**config.mk**
```make
export PLATFORM = sky130hd
export DESIGN_NAME = supply_guard
export DESIGN_NICKNAME = d
export VERILOG_FILES = /design/src/rtl/supply_guard_pkg.sv /design/src/rtl/supply_guard_ctrl.sv /design/src/rtl/supply_guard_path.sv /design/src/rtl/supply_guard.sv
export SDC_FILE = /design/constraint.sdc
export NUM_CORES = 1
export LEC_CHECK = 0
export CAP_MARGIN = 25
export CORE_UTILIZATION = 45
export CTS_CLUSTER_SIZE = 12
export DETAILED_ROUTE_END_ITERATION = 8
export DONT_BUFFER_PORTS = 1
export SETUP_SLACK_MARGIN = 0.3
export SLEW_MARGIN = 5
export SYNTH_ARGS = -nofsm -noshare
export SYNTH_HDL_FRONTEND = slang
export SYNTH_SLANG_ARGS = --single-unit
```
**constraint.sdc**
```tcl
create_clock -name clk -period 2 [get_ports clk]
set_input_delay 0.3 -clock clk [delete_from_list [all_inputs] [get_ports clk]]
set_output_delay 0.3 -clock clk [all_outputs]
set_load 0.01 [all_outputs]
```
**src/rtl/supply_guard_pkg.sv**
```systemverilog
package supply_guard_pkg;

  typedef enum logic [2:0] {
    ST_SEALED  = 3'd0,
    ST_POWERED = 3'd1,
    ST_PROTECT = 3'd2,
    ST_BATTERY = 3'd3,
    ST_RECOVER = 3'd4
  } guardState_t;

  // strobes from control to datapath
  typedef struct packed {
    logic allowAccess;
    logic onBattery;
    logic sealOpen;
  } guardCtl_t;

  localparam int FLAG_SW   = 0;
  localparam int FLAG_TRIP = 1;
  localparam int FLAG_OK   = 2;
  localparam int NUM_FLAGS = 3;

endpackage

```
**src/rtl/supply_guard_ctrl.sv**
```systemverilog
module supply_guard_ctrl
  import supply_guard_pkg::*;
#(
  parameter bit TIGHT_TOL   = 1'b1,
  parameter int REC_CYCLES  = 64,
  parameter int SYNC_STAGES = 2
) (
  input  logic        clk,
  input  logic        rstN,
  input  logic        opHiRaw,
  input  logic        opLoRaw,
  input  logic        tripRaw,
  input  logic        swRaw,
  input  logic        ceN,
  input  logic        weN,
  output guardCtl_t   ctl,
  output logic        wrAbort,
  output guardState_t state
);

  localparam int CNT_W = $clog2(REC_CYCLES + 1);
  localparam logic [CNT_W-1:0] CNT_LAST = CNT_W'(REC_CYCLES - 1);

  logic [NUM_FLAGS-1:0] rawFlags;
  logic [NUM_FLAGS-1:0] syncPipe [SYNC_STAGES];
  logic [NUM_FLAGS-1:0] flags;

  assign rawFlags[FLAG_OK]   = TIGHT_TOL ? opHiRaw : opLoRaw;
  assign rawFlags[FLAG_TRIP] = tripRaw;
  assign rawFlags[FLAG_SW]   = swRaw;

  for (genvar s = 0; s < SYNC_STAGES; s++) begin : g_sync
    always_ff @(posedge clk or negedge rstN) begin
      if (!rstN) syncPipe[s] <= '0;
      else if (s == 0) syncPipe[s] <= rawFlags;
      else syncPipe[s] <= syncPipe[(s == 0) ? 0 : s - 1];
    end
  end

  assign flags = syncPipe[SYNC_STAGES-1];

  logic okF, tripF, swF;
  assign okF   = flags[FLAG_OK];
  assign tripF = flags[FLAG_TRIP];
  assign swF   = flags[FLAG_SW];

  logic [CNT_W-1:0] recCnt;
  logic             recDone;
  guardState_t      nextState;
  logic             sealOpen;

  assign recDone = (recCnt == CNT_LAST);

  always_comb begin
    nextState = state;
    unique case (state)
      ST_SEALED:  if (tripF) nextState = ST_RECOVER;
      ST_POWERED: begin
        if (!swF)        nextState = ST_BATTERY;
        else if (!tripF) nextState = ST_PROTECT;
      end
      ST_PROTECT: begin
        if (!swF)       nextState = ST_BATTERY;
        else if (tripF) nextState = ST_RECOVER;
      end
      ST_BATTERY: if (swF) nextState = tripF ? ST_RECOVER : ST_PROTECT;
      ST_RECOVER: begin
        if (!swF)                nextState = ST_BATTERY;
        else if (!tripF)         nextState = ST_PROTECT;
        else if (recDone && okF) nextState = ST_POWERED;
      end
      default: nextState = ST_PROTECT;
    endcase
  end

  always_ff @(posedge clk or negedge rstN) begin
    if (!rstN) begin
      state    <= ST_SEALED;
      recCnt   <= '0;
      sealOpen <= 1'b0;
      wrAbort  <= 1'b0;
    end else begin
      state <= nextState;
      if (state != ST_RECOVER) recCnt <= '0;
      else if (!recDone)       recCnt <= recCnt + 1'b1;
      if (nextState != ST_SEALED) sealOpen <= 1'b1;
      if (state == ST_POWERED && nextState != ST_POWERED && !ceN && !weN)
        wrAbort <= 1'b1;
    end
  end

  assign ctl.allowAccess = (state == ST_POWERED);
  assign ctl.onBattery   = (state == ST_BATTERY);
  assign ctl.sealOpen    = sealOpen;

endmodule

```
**src/rtl/supply_guard_path.sv**
```systemverilog
module supply_guard_path
  import supply_guard_pkg::*;
(
  input  guardCtl_t ctl,
  input  logic      ceN,
  input  logic      weN,
  input  logic      oeN,
  output logic      memCeN,
  output logic      memWeN,
  output logic      memOeN,
  output logic      dqOe,
  output logic      battSel,
  output logic      battEn
);

  logic selected;
  assign selected = ctl.allowAccess & ~ceN;

  assign memCeN  = ~selected;
  assign memWeN  = ~(selected & ~weN);
  assign dqOe    = selected & ~oeN & weN;
  assign memOeN  = ~dqOe;
  assign battSel = ctl.onBattery & ctl.sealOpen;
  assign battEn  = ctl.sealOpen;

endmodule

```
**src/rtl/supply_guard.sv**
```systemverilog
module supply_guard
  import supply_guard_pkg::*;
#(
  parameter bit TIGHT_TOL  = 1'b1,
  parameter int REC_CYCLES = 64
) (
  input  logic       clk,
  input  logic       rstN,
  input  logic       opHiRaw,
  input  logic       opLoRaw,
  input  logic       tripRaw,
  input  logic       swRaw,
  input  logic       ceN,
  input  logic       weN,
  input  logic       oeN,
  output logic       memCeN,
  output logic       memWeN,
  output logic       memOeN,
  output logic       dqOe,
  output logic       battSel,
  output logic       battEn,
  output logic       wrAbort,
  output logic [2:0] guardState
);

  guardCtl_t   ctl;
  guardState_t state;

  supply_guard_ctrl #(
    .TIGHT_TOL  (TIGHT_TOL),
    .REC_CYCLES (REC_CYCLES),
    .SYNC_STAGES(2)
  ) u_ctrl (
    .clk    (clk),
    .rstN   (rstN),
    .opHiRaw(opHiRaw),
    .opLoRaw(opLoRaw),
    .tripRaw(tripRaw),
    .swRaw  (swRaw),
    .ceN    (ceN),
    .weN    (weN),
    .ctl    (ctl),
    .wrAbort(wrAbort),
    .state  (state)
  );

  supply_guard_path u_path (
    .ctl    (ctl),
    .ceN    (ceN),
    .weN    (weN),
    .oeN    (oeN),
    .memCeN (memCeN),
    .memWeN (memWeN),
    .memOeN (memOeN),
    .dqOe   (dqOe),
    .battSel(battSel),
    .battEn (battEn)
  );

  assign guardState = state;

endmodule

```
==> metrics.cfg, run 1 <==
[clocking]
h-tree-depth=1
clock_path_buffers=2
clock-sinks=18
root_buffer=clkbuf_4
cts_buffers=3
clk_pin_slew_ns=0.10
clock_latency_ns=0.30
cts_tree=yes

[sta]
post-route-period-util_pct=90.7
skew_ns=0.000558
rsz0062_at_grt=yes
max_slew_margin_pct=48.1
drv_slew=0
worst_slew_pin_slew_ns=0.775
setup_violations=0
period_minus_slack_ns=1.81
fin_tns_setup_ns=0
fmax_mhz=551
timing.final.hold_violations=0

[cells_and_area]
multi_input_comb_area_sq_um=345
regArea_sq_um=454
fillers=123
syn_to_final_growth_pct=22.5
fin_nets=102
drive_above_1_share_pct=23.1
fin_cells=115
antenna_cells=0

[floorplan]
die_w_um=44.4
fp.dieH_um=44.4
core_sq_um=1590
start_util_pct=50.6
ios=19
num_rows=14
die_area_sq_um=1970

[detailed_routing]
drtIter0Drc=8
first_pass_iters=4
wl_per_cell_um=13.3
drc=0
viasPerCell=5.23
antenna_left=0
routed_wl_um=1530
vias=602

[worst_setup_path]
crit_required_ns=1.70
path_class=register to output pin
cp-start-kind=register
endpoint_kind=output pin
slowest_stage=dfrtp_2
cp.buffers_inverters=1
arrival_ns=1.51
slowest_delay_ns=0.50
path_delay_family=simple AND/OR/NAND/NOR gates
critPathMaxFanout=8
cp_cell_sequence=nor2_4 > nand3b_1 > or3b_4 > inv_2

[global_route]
grtUsageMet3_pct=4.90
grt_pass1_vias=581
grt_overflow=0
use_met1_pct=27.3
grtUsageMet2_pct=26.8
top_usage_layer=met1
grt_max_degree=19
grt_pass1_wl_um=2600
grt_usage_pct=18.7
antenna_found_initial=0

[yosys]
synth_top_area_share_pct=55.8
synth_seq_cells=18
seq_area_frac_synth_pct=55.8
synthMuxAreaShare_pct=1.24
synthCells=76
synthAdderAreaFrac_pct=2.79
synth_top_family_by_area=simple AND/OR/NAND/NOR gates
syn_nets=86
synth-simple-area-share_pct=20.5
synthXorXnorAreaFrac_pct=2.17
synth.cell_area_sq_um=807
synth_top_area_cell=dfrtp_1
synth_cell_types=29
synth_area_leaders=dfrtp_1 (56%), nor2_1 (3.7%), o21ai_0 (3.1%)
yosys_warnings=0
synth_compound_area_share_pct=14.6
syn_area_per_cell_sq_um=10.6

[power]
powerDensity_nw_per_um2=978
swShare_pct=31.5
vdd_drop_max_v=0.000588
intPower_mw=0.663
switching_power_mw=0.304
leakagePower_nw=0.425
clockPowerShare_pct=23.6
p_seq_share_pct=48.1
p_comb_share_pct=28.3

[placement]
dp_hpwl_um=1050
dp_cells=103
gp_congestion=0.772
io_buffer_count=0

[min_path]
hp-class=input port to register

[outcome]
status=finished clean

[flow_run]
maxCapViolCount=0

-- final timing paths --
kind | startpoint | endpoint | slack (ns) | depth (start not counted)
worst max-delay path | u_ctrl.state[2]$_DFF_PN0_ | dqOe | 0.19 | 4
worst min-delay path | weN | u_ctrl.wrAbort$_DFFE_PN0P_ | 0.19 | 2
worst max register to register | u_ctrl.state[2]$_DFF_PN0_ | u_ctrl.sealOpen$_DFFE_PN0P_ | 0.28 | 3
worst min register to register | u_ctrl.syncPipe[3]$_DFF_PN0_ | u_ctrl.flags[0]$_DFF_PN0_ | 0.36 | 0
max in group asynchronous | rstN | u_ctrl.state[0]$_DFF_PN0_ | 0.96 | 1
min in group asynchronous | rstN | u_ctrl.recCnt[4]$_DFFE_PN0P_ | 0.51 | 1
-- cells in the mapped netlist --
master	count
nor3_1	3
o311ai_0	2
nand3_1	1
a21oi_1	2
buf_2	1
o311ai_1	1
and3_1	3
a32oi_1	1
a211oi_1	2
or3b_1	1
a221o_1	1
o21bai_1	1
a21o_1	2
nor2_1	8
or3b_2	1
or2_2	2
mux2i_1	1
and2_1	2
nand3b_1	1
ha_1	1
or4_4	1
and2b_1	1
maj3_1	1
nand4b_1	1
nand2_1	5
dfrtp_1	18
xor2_1	2
inv_1	5
o21ai_0	5
-- worst reg2reg max path, stage by stage, from the launching register on --
cell	delay, ns
dfrtp_2	0.49
or3b_1	0.39
or4_4	0.44
a221o_1	0.30
-- cells by family (layout without fill, tap and decap cells) --
family / Yosys count / in the layout
and+or+nand+nor: 30 / 30
xor gates and xnor gates: 2 / 2
adders and majority gates: 2 / 2
buffers and inverters: 6 / 21
muxes: 1 / 1
DFF: 18 / 18
AOI/OAI and AO/OA: 17 / 17
-- final cells by class --
type / count / area share [%]
repair buffers: 12 / 10.5
well taps: 24 / 3.04
flip-flops and latches: 18 / 45.9
inverters: 5 / 1.90
multi-input cells: 52 / 34.9
clock buffers: 4 / 3.67
-- layout by cell type, fill, tap and decap left out, types with 2 or more instances in the layout --
cell type	Yosys	routed
and2_1	2	2
a21o_1	2	2
buf_4	0	7
o21ai_0	5	5
dfrtp_2	0	3
xor2_1	2	2
a211oi_1	2	2
a21oi_1	2	2
dfrtp_1	18	15
and3_1	3	3
clkbuf_4	0	3
nor2_1	8	7
inv_1	5	4
o311ai_1	1	2
nand2_1	5	5
dlygate4sd3_1	0	4
nor3_1	3	3
-- per-layer routing --
| layer | up-vias | share of wire (%) | wire, um |
|---|---|---|---|
| met5 | - | 0 | 0 |
| met4 | 0 | 1.5 | 23 |
| li1 | 302 | - | - |
| met2 | 14 | 47 | 715 |
| met3 | 4 | 3.8 | 58 |
| met1 | 282 | 48 | 729 |
-- power groups by stage --
stage / clock network [mW] / registers, mW / logic, mW
floorplan: 0 / 0.465 / 0.148
global placement: 0 / 0.462 / 0.207
detailed placement: 0 / 0.463 / 0.208
CTS: 0.230 / 0.466 / 0.248
global route: 0.249 / 0.474 / 0.305
finish: 0.228 / 0.465 / 0.274
-- flip-flops by register name, summed over array words and instances, names as in the netlist --
name	cells
u_ctrl.flags	3
u_ctrl.syncPipe	3
u_ctrl.sealOpen	1
u_ctrl.recCnt	7
u_ctrl.state	3
u_ctrl.wrAbort	1
-- what timing repair did --
action	4_1_cts	5_1_grt
resized for setup	6	2
endpoints found under the hold margin	18	3
hold buffers	1	3
buffers inserted	2	2
pin swaps	1	0
setup endpoints to repair	5	6
-- per-stage QoR --
step	cell area [sq um]	utilization, %	setup slack (ns)	total power, mW	hold WS, ns
finish	988	62.0	0.186	0.967	0.195
global route	988	62.0	0.116	1.03	0.187
CTS	940	58.9	0.171	0.944	0.0149
detailed placement	865	54.2	0.283	0.670	0.00479
global placement	865	54.2	0.300	0.669	0.00477
floorplan	816	-	0.237	0.613	0.00441
(Power assumes the default switching activity.)
==> inputs of run 2 (changes only) <==
SETUP_SLACK_MARGIN = 0.1   (was 0.3)
==> metrics.cfg, run 2 (synthesis gave the netlist of run 1 again) <==
[power]
intPower_mw=0.624  ; -5.9%
p_seq_share_pct=49.2  ; +1.1 points
clockPowerShare_pct=24.1  ; +0.5 points
vdd_drop_max_v=0.000654  ; +11%
powerDensity_nw_per_um2=984  ; +0.62%
swShare_pct=31.3  ; -0.18 points
p_comb_share_pct=26.7  ; -1.6 points
leakagePower_nw=0.398  ; -6.5%
switching_power_mw=0.284  ; -6.7%

[sta]
post-route-period-util_pct=90.9  ; +0.23 points
worst_hold_slack_ns=0.0314  ; -0.163 ns
skew_ns=0.00165  ; +0.00109 ns
timing.final.hold_violations=0  ; unchanged
drv_slew=0  ; unchanged
setup_ws_ns=0.181  ; -0.00469 ns
fmax_mhz=550  ; -0.26%
setup_violations=0  ; unchanged
fin_tns_setup_ns=0  ; unchanged
worst_slew_pin_slew_ns=0.780  ; +0.00463 ns
period_minus_slack_ns=1.82  ; +0.00469 ns
rsz0062_at_grt=no
max_slew_margin_pct=47.8  ; -0.31 points

[cells_and_area]
syn_to_final_growth_pct=14.3
largest_register=u_ctrl.recCnt
largest_register_ffs=7  ; unchanged
fin_nets=96  ; -5.9%
utilization_pct=57.8  ; -4.2 points
antenna_cells=0  ; unchanged
layout_common_cells=dfrtp_1 (17), nor2_1 (7), nand2_1 (5), o21ai_0 (5), buf_4 (5)
drive_above_1_share_pct=18.8  ; -4.3 points
final_common_cell=dfrtp_1

[clocking]
postCtsSetupRepairBufs=0  ; -2
cts_buffers=3  ; unchanged
clock_latency_ns=0.28  ; -0.02 ns
clock_path_buffers=2  ; unchanged
clock-sinks=18  ; unchanged
cts_tree=yes
clk_pin_slew_ns=0.10  ; about the same
root_buffer=clkbuf_4
h-tree-depth=1  ; unchanged

[worst_setup_path]
cp-start-kind=register
slowest_stage=dfrtp_2
path_delay_family=simple AND/OR/NAND/NOR gates
path_class=register to output pin
arrival_ns=1.52  ; about the same
cp.buffers_inverters=1  ; unchanged
cp_cell_sequence=nor2_2 > nand3b_1 > or3b_4 > inv_2
crit_required_ns=1.70  ; about the same
critPathMaxFanout=5  ; -3
slowest_delay_ns=0.47  ; -0.03 ns
endpoint_kind=output pin

[floorplan]
fp.dieH_um=44.4  ; unchanged
ios=19  ; unchanged
start_util_pct=50.6  ; unchanged
num_rows=14  ; unchanged
die_w_um=44.4  ; unchanged
die_area_sq_um=1970  ; unchanged
core_sq_um=1590  ; unchanged

[detailed_routing]
vias=561  ; -6.8%
wl_per_cell_um=13.1  ; -1.6%
first_pass_iters=3  ; -1
routed_wl_um=1420  ; -6.7%
viasPerCell=5.15  ; -1.7%
antenna_left=0  ; unchanged
drtIter0Drc=17  ; +9
drc=0  ; unchanged

[global_route]
grt_max_degree=19  ; unchanged
grt_usage_pct=16.5  ; -2.2 points
grt_pass1_wl_um=2310  ; -11%
grt_pass1_vias=514  ; -12%
antenna_found_initial=0  ; unchanged
grt_overflow=0  ; unchanged

[outcome]
status=finished clean

[placement]
dp_hpwl_um=1050  ; about the same
io_buffer_count=0  ; unchanged
gp_congestion=0.722  ; -6.6%
post-place-ws_ns=0.292  ; +0.00926 ns

[min_path]
hp-class=input port to register

[flow_run]
maxCapViolCount=0  ; unchanged

run 2: cell types whose count changed in the layout (fill, tap and decap cells not counted), sizes merged:
cell / delta
buf: -3
dlygate4sd3: -3
run 2: final timing paths:
check                                                  start                            to  slack [ns]  cells after the start
worst min register to register  u_ctrl.syncPipe[3]$_DFF_PN0_     u_ctrl.flags[0]$_DFF_PN0_        0.36                      0
worst max register to register     u_ctrl.state[1]$_DFF_PN0_   u_ctrl.sealOpen$_DFFE_PN0P_        0.29                      3
max in group asynchronous                               rstN     u_ctrl.state[1]$_DFF_PN0_        0.94                      1
worst max-delay path               u_ctrl.state[1]$_DFF_PN0_                          dqOe        0.18                      4
worst min-delay path                                 opHiRaw  u_ctrl.syncPipe[5]$_DFF_PN0_        0.03                      0
min in group asynchronous                               rstN  u_ctrl.recCnt[4]$_DFFE_PN0P_        0.53                      1
run 2: layer usage:
metal | track usage [%] | part of all wire (%) | vias up
met4 | 7.27 | 0.70 | 0
met2 | 22.6 | 44 | 8
li1 | - | - | 287
met5 | 0 | 0 | -
met3 | 4.49 | 3.0 | 2
met1 | 24.3 | 52 | 264
run 2: worst register-to-register path, stage by stage (launching register included):
cell	delay, ns
dfrtp_2	0.47
or3b_1	0.38
or4_4	0.44
a221o_1	0.33
run 2: metrics by stage:
| step | power (mW) | area (sq um) | cells |
|---|---|---|---|
| floorplan | 0.603 | 807 | 76 |
| global placement | 0.679 | 870 | 104 |
| detailed placement | 0.679 | 870 | 104 |
| CTS | 0.921 | 922 | 109 |
| global route | 0.970 | 922 | 109 |
| finish | 0.908 | 922 | 109 |
run 2: final cells by class:
| cell class | count | area (sq um) |
|---|---|---|
| clock buffers | 4 | 36.3 |
| fillers | 138 | 672 |
| inverters | 5 | 18.8 |
| multi-input cells | 52 | 338 |
| flip-flops and latches | 18 | 452 |
| well taps | 24 | 30.0 |
| repair buffers | 6 | 47.5 |
run 2: power groups by stage:
stage | clock [mW] | sequential (mW) | combinational, mW
2_1_floorplan | 0 | 0.461 | 0.142
3_3_place_gp | 0 | 0.449 | 0.230
3_5_place_dp | 0 | 0.449 | 0.230
4_1_cts | 0.231 | 0.447 | 0.244
5_1_grt | 0.242 | 0.454 | 0.274
6_report | 0.219 | 0.446 | 0.242
run 2: repair_timing:
action | in CTS | in global routing
hold buffers | 1 | 0
gates resized for setup | 4 | 0
setup endpoints to repair | 1 | 0
hold endpoints to repair | 18 | 0
